File: config.mk
export PLATFORM = sky130hd
export DESIGN_NAME = sar_serial_ctrl
export DESIGN_NICKNAME = d
export VERILOG_FILES = /design/src/rtl/sar_serial_ctrl.sv
export SDC_FILE = /design/constraint.sdc
export NUM_CORES = 1
export LEC_CHECK = 0
export ABC_CLOCK_PERIOD_IN_PS = 2600
export BUFFER_PORTS_ARGS = -buffer_cell sky130_fd_sc_hd__buf_2
export CORE_MARGIN = 1
export CORE_UTILIZATION = 60
export CTS_BUF_LIST = sky130_fd_sc_hd__clkbuf_2 sky130_fd_sc_hd__clkbuf_4 sky130_fd_sc_hd__clkbuf_8
export DETAILED_ROUTE_END_ITERATION = 7
export PLACE_DENSITY = 0.89
export SETUP_SLACK_MARGIN = 0.1
export SYNTH_ARGS = -nofsm -noshare
export SYNTH_HDL_FRONTEND = slang
export SYNTH_SLANG_ARGS = --single-unit
File: constraint.sdc
create_clock -name clk -period 2.6 [get_ports clk]
set_input_delay 0.39 -clock clk [delete_from_list [all_inputs] [get_ports clk]]
set_output_delay 0.39 -clock clk [all_outputs]
set_load 0.05 [all_outputs]
File: src/rtl/sar_serial_ctrl.sv
module sar_serial_ctrl #(
  parameter int CONV_DIV = 8
) (
  input  logic       clk,
  input  logic       rst_n,
  input  logic       cs_n,
  input  logic       sclk,
  input  logic       din,
  input  logic       cmp,
  output logic [7:0] dac_code,
  output logic       dout,
  output logic       dout_oe,
  output logic       tracking,
  output logic       busy,
  output logic       int_mode,
  output logic       ref_sel,
  output logic [2:0] chan_sel,
  output logic [1:0] pd_sel
);
  localparam int DW = (CONV_DIV > 1) ? $clog2(CONV_DIV) : 1;

  typedef enum logic [2:0] {S_IDLE, S_CTRL, S_EXT, S_ICONV, S_IOUT} st_t;

  st_t           st;
  logic          sclk_q, dout_r;
  logic [4:0]    n;
  logic [5:0]    ctl;
  logic [7:0]    mask, sr;
  logic [DW-1:0] div;

  wire       rise  = sclk & ~sclk_q;
  wire       fall  = ~sclk & sclk_q;
  wire       tick  = (div == DW'(CONV_DIV - 1));
  wire       step  = busy & (((st == S_EXT) & rise) | ((st == S_ICONV) & tick));
  wire [7:0] nres  = cmp ? dac_code : (dac_code & ~mask);
  wire [7:0] nmask = mask >> 1;
  wire [6:0] full  = {ctl, din};
  wire [4:0] oidx  = 5'd23 - n;

  assign dout_oe = ~cs_n;
  assign dout    = dout_r;

  always_ff @(posedge clk or negedge rst_n) begin
    if (!rst_n) begin
      st <= S_IDLE; sclk_q <= 1'b0; dout_r <= 1'b0; n <= '0; ctl <= '0;
      mask <= '0; sr <= '0; div <= '0; dac_code <= '0; tracking <= 1'b0;
      busy <= 1'b0; int_mode <= 1'b0; ref_sel <= 1'b0; chan_sel <= '0; pd_sel <= '0;
    end else begin
      sclk_q <= sclk;
      if (cs_n) begin
        st <= S_IDLE; n <= '0; tracking <= 1'b0; busy <= 1'b0;
        dout_r <= 1'b0; mask <= '0; div <= '0;
      end else begin
        if (step) begin
          dac_code <= nres | nmask;
          mask     <= nmask;
          if (nmask == 8'd0) begin
            busy <= 1'b0;
            if (st == S_ICONV) begin
              st     <= S_IOUT;
              dout_r <= nres[7];
              sr     <= {nres[6:0], 1'b0};
            end
          end
        end
        if (st == S_ICONV) div <= tick ? '0 : div + 1'b1;
        case (st)
          S_IDLE: if (rise && din) begin st <= S_CTRL; n <= 5'd1; end
          S_CTRL: begin
            if (rise) begin
              n   <= n + 5'd1;
              ctl <= full[5:0];
              if (n == 5'd7) begin
                chan_sel <= full[6:4];
                int_mode <= full[3];
                ref_sel  <= full[2];
                pd_sel   <= full[1:0];
              end
            end
            if (fall && n == 5'd4) tracking <= 1'b1;
            if (fall && n == 5'd8) begin
              if (int_mode) begin
                st <= S_ICONV; tracking <= 1'b0; busy <= 1'b1;
                dac_code <= 8'h80; mask <= 8'h80; div <= '0;
              end else begin
                st <= S_EXT;
              end
            end
          end
          S_EXT: begin
            if (rise && n != 5'd31) n <= n + 5'd1;
            if (fall) begin
              if (n == 5'd14) begin
                tracking <= 1'b0; busy <= 1'b1; dac_code <= 8'h80; mask <= 8'h80;
              end else if (n >= 5'd16 && n <= 5'd23) begin
                dout_r <= dac_code[oidx[2:0]];
              end else if (n > 5'd23) begin
                dout_r <= 1'b0;
              end
            end
          end
          S_IOUT: if (fall) begin dout_r <= sr[7]; sr <= {sr[6:0], 1'b0}; end
          default: ;
        endcase
      end
    end
  end


  abort_clear_chk: assert property (@(posedge clk) disable iff (!rst_n)
    cs_n |=> (!busy && !tracking && !dout));


  conv_start_chk: assert property (@(posedge clk) disable iff (!rst_n)
    $rose(busy) |-> (dac_code == 8'h80 && !tracking));


  trial_mask_chk: assert property (@(posedge clk) disable iff (!rst_n)
    busy |-> ($countones(mask) == 1));


  track_busy_excl_chk: assert property (@(posedge clk) disable iff (!rst_n)
    !(busy && tracking));


  int_quiet_chk: assert property (@(posedge clk) disable iff (!rst_n)
    (busy && int_mode) |-> !dout);
endmodule

==> results.yml <==
global_route:
  grt_pass1_wl_mm: 9.05
  grt_max_degree: 26
  grt_use_total_pct: 26.6
  grt_overflow: 0
  antenna_found_initial: 0
  grt_pass1_vias: 1924
worst_hold_path:
  hold_path_class: "primary input to async pin"
synthesis:
  avgSynthCellArea_sq_um: 10.8
  netlist_top_cells_area: "dfrtp_1 49%, mux2i_1 4.1%, mux2_4 3.9%"
  synth_edf_count: 0
  synth_nets: 260
  synth_cell_types: 49
  synth_top_area_cell: "dfrtp_1"
  synth_cells: 248
  synthFlopType: "dfrtp_1"
  ys_seq_elements: 52
  seq_area_frac_synth_pct: 48.7
  async_reset_ff_share_pct: 100
  netlist.area_leader.share_pct: 48.7
  synth_area_sq_mm: 0.00267
  yosysWarnings: 0
placement:
  gp_congestion: 0.877
  port_buffers: 24
  post-dp-hpwl_mm: 4.13
worst_setup_path:
  critical_path_class: "flip-flop to flip-flop"
  crit_fanout: 9
  startpoint_type: "flip-flop"
  endpoint_kind: "flip-flop"
  required_ps: 2780
  cp.arrival_ps: 2480
timing:
  relSlewSlack_pct: 56.2
  post-route-period-util_pct: 88.7
  setup_violations: 0
  clock-skew-final_ps: 9.64
  fin_setup_tns_ps: 0
  rsz0062_at_grt: "no"
  fin_crit_ps: 2310
  hold_viol: 0
  tightest_slew_ps: 650
  drv_slew: 0
  max_freq_mhz: 434
clock_network:
  htreeDepth: 2
  ctsHoldBuffers: 0
  tritoncts: "yes"
  path_clk_slew_ps: 90
  cts_setup_buffers: 0
  clockBufferDepth: 2
  numClockSinks: 52
  postCtsResizedCells: 0
  clk_latency_ps: 310
  cts_buffers: 5
  root_buffer: "clkbuf_8"
floorplanning:
  die_width_um: 68.8
  die-area_sq_mm: 0.00473
  row_count: 23
  die_y_um: 68.8
  start_util_pct: 64.5
  ios: 25
  core_sq_mm: 0.00414
run:
  max_cap_violations: 0
cells_and_area:
  diodes: 0
  area.growth.synth_to_final_pct: 9.73
  fin_util_pct: 70.8
  layout-drive-gt1-share_pct: 21.2
  nets: 285
outcome:
  status: "complete, no violations"
routing:
  ant_nets: 0
  drcViolationCount: 0
  drt_wl_total_mm: 5.77
  drtIter0Drc: 140
  via_per_inst: 6.30
  firstDrtPassIters: 4
  wire_per_inst_um: 17.8
  via_count: 2041
pwr:
  powerDensity_mw_per_mm2: 472
  power.leakage_nw: 1.46
  peakVddDrop_mv: 0.296
==> final timing paths <==
check                           startpoint     endpoint  slack (ps)  depth (start not counted)
worst max-delay path                  n[0]         n[3]         290                          7
worst min-delay path                 rst_n       ctl[4]          60                          1
worst max register to register        n[0]         n[3]         290                          7
worst min register to register    tracking     tracking         500                          2
max in group asynchronous            rst_n  dac_code[6]        1940                          2
min in group clk                      sclk       sclk_q         240                          1
==> metal layers <==
layer,GRT usage (%),wire [um]
met5,0,0
met3,4.44,332
met2,44.9,2760
met1,33.9,2560
met4,11.0,117
==> report_power, final <==
part / internal (mW) / switching (mW) / leakage [nW]
Sequential: 0.823 / 0.0148 / 0.706
Clock: 0.202 / 0.264 / 0.0448
Combinational: 0.0295 / 0.0526 / 0.705
Total: 1.05 / 0.331 / 1.46
==> layout by cell type, fill, tap and decap left out, types with 2 or more instances in the layout <==
cell type | netlist | layout
mux2_2 | 6 | 6
o22ai_1 | 2 | 2
clkbuf_8 | 0 | 5
nor3_1 | 6 | 6
o21a_1 | 2 | 2
nand2b_1 | 2 | 2
or3b_2 | 2 | 2
nor2_1 | 14 | 14
nand2_1 | 10 | 10
nand4_1 | 4 | 4
a2bb2oi_1 | 7 | 7
o2111ai_1 | 2 | 2
and3_1 | 2 | 2
buf_4 | 0 | 7
mux2_4 | 7 | 7
mux2i_1 | 11 | 11
a22oi_1 | 2 | 2
nand3_1 | 7 | 7
a21o_1 | 8 | 8
nand4b_1 | 2 | 2
and2_1 | 4 | 4
dfrtp_1 | 52 | 52
o2bb2ai_1 | 6 | 6
inv_1 | 15 | 15
a211oi_1 | 8 | 8
and4b_1 | 2 | 2
nor4_1 | 2 | 2
a21oi_1 | 9 | 8
o21ai_0 | 11 | 11
o31ai_1 | 2 | 2
buf_2 | 0 | 24
nor2b_1 | 3 | 3
nor3b_1 | 3 | 3
ha_1 | 6 | 6
==> state kept, by name, summed over array words and instances (netlist names) <==
signal	count
dac_code	8
mask	8
sr	8
ctl	6
n	5
chan_sel	3
div	3
st	3
pd_sel	2
busy	1
dout	1
int_mode	1
ref_sel	1
sclk_q	1
tracking	1
==> per-stage QoR <==
| stage | cell area, sq um | setup WS [ps] | power (mW) | cells | hold WS [ps] |
|---|---|---|---|---|---|
| floorplan | 2670 | 324 | 0.897 | 248 | 94.4 |
| global placement | 2840 | 296 | 0.932 | 316 | 402 |
| detailed placement | 2840 | 254 | 0.935 | 316 | 401 |
| CTS | 2930 | 250 | 1.40 | 324 | 66.8 |
| global route | 2930 | 178 | 1.44 | 324 | 82.5 |
| finish | 2930 | 294 | 1.39 | 324 | 55.3 |
==> cells by family after synthesis <==
| group | share of synthesized area (%) |
|---|---|
| multiplexers | 10.6 |
| AO/OA/AOI/OAI | 17.4 |
| XOR/XNOR | 0.328 |
| buffers and inverters | 4.77 |
| flip-flops | 48.7 |
| AND/OR/NAND/NOR | 15.4 |
| adder cells (fa/ha/maj) | 2.81 |
==> cell type report <==
cell class | instances | area, sq um
clock buffers | 6 | 76.3
repair buffers | 31 | 173
flip-flops and latches | 52 | 1300
multi-input cells | 168 | 1250
inverters | 15 | 56.3
clock inverters | 2 | 16.3
fillers | 309 | 1210
well taps | 50 | 62.6
==> cells in the mapped netlist (all sizes together) (3+ instances only) <==
| library cell | n |
|---|---|
| nor3 | 6 |
| a211oi | 8 |
| nor3b | 3 |
| inv | 15 |
| a21oi | 9 |
| nand3 | 7 |
| nand2 | 10 |
| and2 | 4 |
| mux2 | 13 |
| nor2 | 14 |
| buf | 3 |
| nor2b | 3 |
| o2bb2ai | 6 |
| a2bb2oi | 7 |
| mux2i | 11 |
| nand4 | 4 |
| or3b | 3 |
| o21ai | 11 |
| dfrtp | 52 |
| clkbuf | 10 |
| a21o | 8 |
| ha | 6 |
==> worst max-delay path: stages (launching register included) <==
cell     delay (ps)
dfrtp_1         510
ha_1            320
and3_1          210
ha_1            160
or3b_2          460
a21o_1          240
a22oi_1         200
o22ai_1          90
Note: power is estimated with default switching activity, not from simulation.
